## config.mk

```make
export PLATFORM = sky130hd
export DESIGN_NAME = spi_quad_switch
export DESIGN_NICKNAME = d
export VERILOG_FILES = /design/src/rtl/spi_qs_pkg.sv /design/src/rtl/spi_qs_sync.sv /design/src/rtl/spi_qs_diag.sv /design/src/rtl/spi_quad_switch.sv
export SDC_FILE = /design/constraint.sdc
export NUM_CORES = 1
export LEC_CHECK = 0
export BUFFER_PORTS_ARGS = -buffer_cell sky130_fd_sc_hd__buf_2
export CAP_MARGIN = 20
export CORE_MARGIN = 2
export CORE_UTILIZATION = 51
export DETAILED_ROUTE_END_ITERATION = 10
export HOLD_SLACK_MARGIN = 0.03
export PLACE_DENSITY = 0.71
export SETUP_SLACK_MARGIN = 0.3
export SYNTH_ARGS = -nofsm -noshare
export SYNTH_HDL_FRONTEND = slang
export SYNTH_SLANG_ARGS = --single-unit
```

## constraint.sdc

```tcl
create_clock -name clk -period 3.6 [get_ports clk]
set_input_delay 0.18 -clock clk [delete_from_list [all_inputs] [get_ports clk]]
set_output_delay 0.18 -clock clk [all_outputs]
set_load 0.005 [all_outputs]
```

## src/rtl/spi_qs_pkg.sv

```systemverilog
package spi_qs_pkg;

    typedef logic [1:0] diag_code_t;

    localparam diag_code_t CODE_OK   = 2'b11;
    localparam diag_code_t CODE_OVL  = 2'b10;
    localparam diag_code_t CODE_OT   = 2'b01;
    localparam diag_code_t CODE_BOTH = 2'b00;

    // Per-channel status code: upper bit clear on overtemperature,
    // lower bit clear on overload.
    function automatic diag_code_t encode_diag(input logic ovl, input logic ot);
        return {~ot, ~ovl};
    endfunction

endpackage

```

## src/rtl/spi_qs_sync.sv

```systemverilog
module spi_qs_sync #(
    parameter int                WIDTH   = 1,
    parameter int                STAGES  = 2,
    parameter logic [WIDTH-1:0]  RST_VAL = '0
) (
    input  logic             clk,
    input  logic             rst_n,
    input  logic [WIDTH-1:0] async_i,
    output logic [WIDTH-1:0] sync_o
);

    typedef struct packed {
        logic [STAGES-1:0][WIDTH-1:0] chain;
    } sync_state_t;

    sync_state_t st_d, st_q;

    always_comb begin
        st_d = st_q;
        st_d.chain[0] = async_i;
        for (int s = 1; s < STAGES; s++) begin
            st_d.chain[s] = st_q.chain[s-1];
        end
    end

    always_ff @(posedge clk or negedge rst_n) begin
        if (!rst_n) begin
            for (int s = 0; s < STAGES; s++) begin
                st_q.chain[s] <= RST_VAL;
            end
        end else begin
            st_q <= st_d;
        end
    end

    assign sync_o = st_q.chain[STAGES-1];

endmodule

```

## src/rtl/spi_qs_diag.sv

```systemverilog
module spi_qs_diag
    import spi_qs_pkg::*;
#(
    parameter int NUM_CH = 4
) (
    input  logic                  clk,
    input  logic                  rst_n,
    input  logic [NUM_CH-1:0]     ovl_flt,
    input  logic [NUM_CH-1:0]     ot_flt,
    input  logic                  clear,
    output logic [2*NUM_CH-1:0]   code_o
);

    typedef struct packed {
        logic [NUM_CH-1:0] ovl;
        logic [NUM_CH-1:0] ot;
    } diag_state_t;

    diag_state_t st_d, st_q;

    // A flag still active when the clear arrives wins over the clear.
    always_comb begin
        st_d = st_q;
        if (clear) begin
            st_d.ovl = ovl_flt;
            st_d.ot  = ot_flt;
        end else begin
            st_d.ovl = st_q.ovl | ovl_flt;
            st_d.ot  = st_q.ot  | ot_flt;
        end
    end

    always_ff @(posedge clk or negedge rst_n) begin
        if (!rst_n) begin
            st_q <= '0;
        end else begin
            st_q <= st_d;
        end
    end

    // The snapshot also includes flags that are active in this cycle.
    for (genvar k = 0; k < NUM_CH; k++) begin : g_code
        assign code_o[2*k+1:2*k] = encode_diag(st_q.ovl[k] | ovl_flt[k],
                                               st_q.ot[k]  | ot_flt[k]);
    end

endmodule

```

## src/rtl/spi_quad_switch.sv

```systemverilog
module spi_quad_switch
    import spi_qs_pkg::*;
#(
    parameter int NUM_CH      = 4,
    parameter int SYNC_STAGES = 2
) (
    input  logic              clk,
    input  logic              rst_n,
    input  logic              cs_n,
    input  logic              sclk,
    input  logic              sdi,
    input  logic [NUM_CH-1:0] ovl_flt,
    input  logic [NUM_CH-1:0] ot_flt,
    output logic              sdo,
    output logic              sdo_oe,
    output logic [NUM_CH-1:0] chan_en
);

    localparam int FRAME_BITS = 2 * NUM_CH;
    localparam int CNT_MAX    = FRAME_BITS + 1;
    localparam int CNT_W      = $clog2(CNT_MAX + 1);

    typedef struct packed {
        logic [FRAME_BITS-1:0] rx;
        logic [FRAME_BITS-1:0] tx;
        logic [CNT_W-1:0]      cnt;
        logic [NUM_CH-1:0]     en;
        logic                  oe;
        logic                  cs_prev;
        logic                  sclk_prev;
    } qs_state_t;

    qs_state_t st_d, st_q;

    logic [2:0]            pins_sync;
    logic                  cs_lvl, sclk_lvl, sdi_lvl;
    logic                  cs_fall, cs_rise, sclk_rise, sclk_fall;
    logic [2*NUM_CH-1:0]   diag_code;

    // Bit order: {cs_n, sclk, sdi}; chip select idles high.
    spi_qs_sync #(
        .WIDTH   (3),
        .STAGES  (SYNC_STAGES),
        .RST_VAL (3'b100)
    ) u_sync (
        .clk     (clk),
        .rst_n   (rst_n),
        .async_i ({cs_n, sclk, sdi}),
        .sync_o  (pins_sync)
    );

    assign cs_lvl   = pins_sync[2];
    assign sclk_lvl = pins_sync[1];
    assign sdi_lvl  = pins_sync[0];

    assign cs_fall   =  st_q.cs_prev & ~cs_lvl;
    assign cs_rise   = ~st_q.cs_prev &  cs_lvl;
    assign sclk_rise = ~st_q.sclk_prev &  sclk_lvl & ~cs_lvl;
    assign sclk_fall =  st_q.sclk_prev & ~sclk_lvl & ~cs_lvl;

    spi_qs_diag #(
        .NUM_CH (NUM_CH)
    ) u_diag (
        .clk     (clk),
        .rst_n   (rst_n),
        .ovl_flt (ovl_flt),
        .ot_flt  (ot_flt),
        .clear   (cs_rise),
        .code_o  (diag_code)
    );

    always_comb begin
        st_d           = st_q;
        st_d.cs_prev   = cs_lvl;
        st_d.sclk_prev = sclk_lvl;

        if (cs_fall) begin
            st_d.tx  = diag_code;
            st_d.rx  = '0;
            st_d.cnt = '0;
            st_d.oe  = 1'b1;
        end else if (cs_rise) begin
            st_d.oe = 1'b0;
            if (st_q.cnt == CNT_W'(FRAME_BITS)) begin
                for (int k = 0; k < NUM_CH; k++) begin
                    st_d.en[k] = st_q.rx[2*k];
                end
            end
        end else begin
            if (sclk_rise) begin
                st_d.rx = {st_q.rx[FRAME_BITS-2:0], sdi_lvl};
                if (st_q.cnt != CNT_W'(CNT_MAX)) begin
                    st_d.cnt = st_q.cnt + 1'b1;
                end
            end
            if (sclk_fall) begin
                st_d.tx = {st_q.tx[FRAME_BITS-2:0], 1'b0};
            end
        end
    end

    always_ff @(posedge clk or negedge rst_n) begin
        if (!rst_n) begin
            st_q           <= '0;
            st_q.cs_prev   <= 1'b1;
        end else begin
            st_q <= st_d;
        end
    end

    assign sdo     = st_q.tx[FRAME_BITS-1];
    assign sdo_oe  = st_q.oe;
    assign chan_en = st_q.en;

endmodule

```

# After elaboration in Yosys (flattened, before gate mapping)
# Index checks and enable logic that the tools add are counted.
[classes] muxes=9 n_eq_ne=3 n_bitwise=29 reduce_logical=8 add_sub_neg=1
[ops] cell="19-bit 2-to-1 mux" n=2
[ops] cell="8-bit 2-to-1 mux" n=2
[ops] cell="1-bit NOT" n=13
[ops] cell="4-bit 2-to-1 mux" n=2
[ops] cell="1-bit OR" n=8
[ops] cell="4-bit OR" n=2
[ops] cell="2-bit nonzero test" n=4
[ops] cell="7-bit 2-to-1 mux" n=1
[ops] cell="1-bit bitwise AND" n=6
[ops] cell="3-bit AND reduction" n=2
[ops] cell="4-bit by 1-bit adder with 4-bit output, second input constant" n=1
[ops] cell="4-bit == test, second input constant" n=1
[ops] cell="4-bit != test, second input constant" n=1
[ops] cell="2-bit AND reduction" n=2
[ops] cell="1-bit 2-to-1 mux" n=2
[ops] cell="2-bit != test, second input constant" n=1
[word_totals] out_inout_bits=6 in_bits=13 wordCells=61 regBits=40

# Logic depth before layout (Yosys ltp)
[logic_depth] depth_word=6 ltp_mapped=6

# By module
# A second synthesis with hierarchy kept.
[hier_totals] hier_cells=140 hier_area_um2=1780.5
[by_module_without_submodules] module="spi_quad_switch" area_per_inst_um2=1333.8 cells_each=109 n_inst=1
[by_module_without_submodules] module="spi_qs_diag" area_per_inst_um2=294.0 cells_each=25 n_inst=1
[by_module_without_submodules] module="spi_qs_sync" area_per_inst_um2=152.6 cells_each=6 n_inst=1

# Worst setup path before layout
# Ideal clock, no wire load.
[synth_timing] path_kind="reg2reg" startpoint="reg u_sync.st_q (netlist bit u_sync.sync_o[2])" endpoint="reg st_q (netlist bit sdo)" n_path_buf=1 setup_slack_ns=1.976 arrival_time_ns=1.496 synth_period_minus_slack_ns=1.624 required_ns=3.472 setup_time_ns=0.128 path_stages_with_launch=7 path_cell_list="dfstp_2 > inv_1 > ha_1 > inv_1 > buf_2 > o31ai_1 > mux2_1"
[synth_via] elab_chain_cells=4
[synth_rtl] item="from (decl)" line_no="spi_qs_sync.sv:16" rtl="sync_state_t st_d, st_q;"
[synth_rtl] item="from (signal assigned)" line_no="spi_qs_sync.sv:32" rtl="st_q <= st_d;"
[synth_rtl] item="1-bit NOT *" line_no="spi_quad_switch.sv:56" rtl="assign cs_fall = st_q.cs_prev & ~cs_lvl;"
[synth_rtl] item="1-bit bitwise AND *" line_no="spi_quad_switch.sv:56"
[synth_rtl] item="via cs_fall" line_no="spi_quad_switch.sv:37" rtl="logic cs_fall, cs_rise, sclk_rise, sclk_fall;"
[synth_rtl] item="2-bit != test (no line) / 2-bit nonzero test (equally long branches)"
[synth_rtl] item="2-bit AND reduction (no line)"
[synth_rtl] item="to (signal assigned)" line_no="spi_quad_switch.sv:107" rtl="st_q <= st_d;"
[synth_rtl] item="to (decl)" line_no="spi_quad_switch.sv:33" rtl="qs_state_t st_d, st_q;"
# Mark *: on every way through the listed nets, which the timed path passes. The rest lies on a longest branch.
# A chain may end at the register's enable or synchronous reset.

# Worst setup path after layout
[layout_timing] startpoint="reg st_q[1] (netlist name)" endpoint="reg st_q[15] (netlist name)"
[layout_rtl] item="1-bit bitwise AND *" line_no="spi_quad_switch.sv:56"
[layout_rtl] item="via cs_fall" line_no="spi_quad_switch.sv:37"
[layout_rtl] item="2-bit != test (no line) / 2-bit nonzero test (equally long branches)"
[layout_rtl] item="2-bit AND reduction (no line)"
# Marks and branches as above.

==> flow_summary.ini <==
[synth]
syn-num-nets = 158
synth_top_family_by_area = compound AO/OA/AOI/OAI gates
ys_ff_latch = 40
ys_seq_area_share_pct = 56.5
synth-compound-area-share_pct = 12.0
synthCells = 139
synthAdderAreaFrac_pct = 4.22
synth_mux_area_share_pct = 11.4
synthSimpleGateAreaFrac_pct = 11.6
syn_avg_cell_area_um2 = 12.8
synth_xor_area_share_pct = 0
yosys_warnings = 0
post_synth_num_cell_types = 32
netlist_area_um2 = 1780

[timing]
setup-tns-final_ns = 0
slew_viol_final = 0
finalCriticalPeriod_ns = 2.43
worst_pin_slew_ns = 0.848
hold_viol = 0
rsz0062_at_grt = no
final.period_utilization_pct = 67.4
maxSlewHeadroom_pct = 43.5
fin_skew_ns = 0.00346
fmax_mhz = 412
worst_slack_ns = 1.17
setup_viol = 0

[clocking]
cts.sinks = 40
cts_root_buffer = clkbuf_4
cts_buffers = 5
cts_max_level = 2
cts_resized = 0
clock_latency_ns = 0.35
path_clk_slew_ns = 0.12
cts_tree = done
cts_buffer_depth = 2

[pwr]
ir_drop_v = 0.000333
p_leak_nw = 0.969
swShare_pct = 24.8
switchingPower_mw = 0.260
powerDensity_nw_per_um2 = 500
comb_power_share_pct = 15.7
power.share.sequential_pct = 52.5
internal_power_mw = 0.788
clkPwrFrac_pct = 31.8

[cells_and_area]
layout_commonest_cell = dfrtp_1
diodes = 0
nets = 187
layout_common_cells = 37 x dfrtp_1, 18 x buf_2, 17 x mux2_2
area_delta_synth_final_pct = 17.7
drive_gt1_share_pct = 29.6

[place]
hpwl_um = 1870
pre_cts_slack_ns = 1.15
io_buffers = 18
place.gp.congestion = 0.754

[worst_setup_path]
crit_arrival_ns = 2.67
required_ns = 3.85
critPathKind = reg -> reg
critPathLaunchType = flop
path_max_fanout = 22
worst_setup_path_end_kind = flop

[drt]
drtAntennaViolNets = 0
vias = 1125
via_per_inst = 5.23
totalWireLength_um = 2860
drcViolationCount = 0
dr.pass1.iters = 4
drt-initial-drc-count = 62
avgRoutedWirePerCell_um = 13.3

[global_route]
grt_start_max_net_pins = 41
grt_usage_pct = 16.7
grt_pass1_wl_um = 5140
grt-ovfl-total = 0
antenna_found_initial = 0
grt_pass1_vias = 1168

[hold_path]
worstHoldPathType = reg -> reg

[die]
row_count = 21
ioPinCount = 19
dieArea_um2 = 3980
initial_core_util_pct = 53.3
die_w_um = 63.1
die_h_um = 63.1
core-area_um2 = 3340

[status]
status = completed

[job]
max-cap-violations = 0
[per-layer routing]
layer	vias to the layer above	track usage (%)	routed length [um]
met1	553	19.6	1330
li1	542	-	-
met4	0	6.94	54
met3	6	5.89	116
met2	24	27.8	1360
met5	-	0	0
[timing repair]
item,CTS,global route
hold endpoints to repair,48,0
setup endpoints to repair,0,0
hold buffers,12,0
buffers inserted,0,0
[cell usage after synthesis]
| master | count | area [um^2] |
|---|---|---|
| o311ai_0 | 1 | 8.76 |
| nand2_1 | 4 | 15.0 |
| buf_4 | 4 | 30.0 |
| clkbuf_1 | 2 | 7.51 |
| nand4b_1 | 1 | 8.76 |
| dfrtp_1 | 37 | 926 |
| nor2b_1 | 7 | 43.8 |
| or3b_4 | 2 | 22.5 |
| or3_1 | 1 | 6.26 |
| nand2b_1 | 7 | 43.8 |
| mux2_2 | 17 | 191 |
| nand3_1 | 5 | 25.0 |
| a21oi_4 | 2 | 32.5 |
| a2111oi_0 | 1 | 8.76 |
| buf_2 | 2 | 10.0 |
| o21ai_0 | 2 | 10.0 |
| a211oi_1 | 1 | 7.51 |
| inv_1 | 8 | 30.0 |
| o31ai_1 | 6 | 45.0 |
| nor3b_1 | 2 | 15.0 |
| o22ai_1 | 1 | 6.26 |
| and2_1 | 1 | 6.26 |
| a21o_1 | 8 | 60.1 |
| dfstp_2 | 3 | 78.8 |
| or4_1 | 1 | 7.51 |
| o211ai_1 | 2 | 15.0 |
| mux2_1 | 1 | 11.3 |
| ha_1 | 6 | 75.1 |
| a211o_1 | 1 | 8.76 |
| a311o_1 | 1 | 10.0 |
| nand3b_1 | 1 | 7.51 |
| nor3_1 | 1 | 5.00 |
[area by class of cell]
class                           instances  area [um^2]
Clock buffer                            7         65.1
Clock inverter                          1         30.0
Fill cell                             279         1240
Inverter                                8         30.0
Multi-Input combinational cell         83          697
Sequential cell                        40         1000
Tap cell                               46         57.6
Timing Repair Buffer                   30          210
[sequential cells by signal (all words and copies together), names as in the netlist]
signal / flops
chan_en: 4
sdo: 1
sdo_oe: 1
st_q: 20
u_diag.st_q: 8
u_sync.st_d: 3
u_sync.sync_o: 3
[path summary, 6_finish.rpt]
check                                          from  cells after the start                         end  slack (ns)
max reg2reg                       st_q[1]$_DFF_PN1_                      4        st_q[15]$_DFFE_PN0P_        1.17
max in group asynchronous                     rst_n                      2      chan_en[2]$_DFFE_PN0P_        2.61
min in group asynchronous                     rst_n                      2         st_q[8]$_DFFE_PN0P_        0.46
min reg2reg                u_sync.st_d[4]$_DFF_PN0_                      0  u_sync.sync_o[1]$_DFF_PN0_        0.36
min                        u_sync.st_d[4]$_DFF_PN0_                      0  u_sync.sync_o[1]$_DFF_PN0_        0.36
max                               st_q[1]$_DFF_PN1_                      4        st_q[15]$_DFFE_PN0P_        1.17
[power by group through the flow]
stage / combinational [mW] / clock (mW) / sequential [mW]
floorplan: 0.117 / 0 / 0.549
global placement: 0.150 / 0 / 0.557
detailed placement: 0.157 / 0 / 0.559
CTS: 0.167 / 0.338 / 0.552
global route: 0.187 / 0.357 / 0.560
finish: 0.165 / 0.333 / 0.550
[through the flow]
| step | hold slack (ns) | power (mW) | utilization (%) | instance area, um^2 | std cells |
|---|---|---|---|---|---|
| global route | 0.372 | 1.10 | 62.8 | 2090 | 215 |
| finish | 0.363 | 1.05 | 62.8 | 2090 | 215 |
| floorplan | -0.116 | 0.666 | - | 1780 | 139 |
| global placement | 0.285 | 0.707 | 56.3 | 1880 | 195 |
| detailed placement | 0.289 | 0.717 | 56.3 | 1880 | 195 |
| CTS | 0.363 | 1.06 | 62.8 | 2090 | 215 |
[critical path, cell delays in order, from the launching register on]
cell,delay (ns)
dfstp_2,0.55
ha_1,0.59
inv_1,0.42
a21oi_4,0.38
mux2_2,0.38
[kinds of logic (layout without fill, tap and decap cells)]
| group | after synthesis | after routing |
|---|---|---|
| flops | 40 | 40 |
| simple gates | 33 | 33 |
| compound gates | 26 | 26 |
| mux | 18 | 18 |
| buf+inv | 16 | 46 |
| fa+ha+maj | 6 | 6 |
Note: power is estimated with default switching activity, not from simulation.
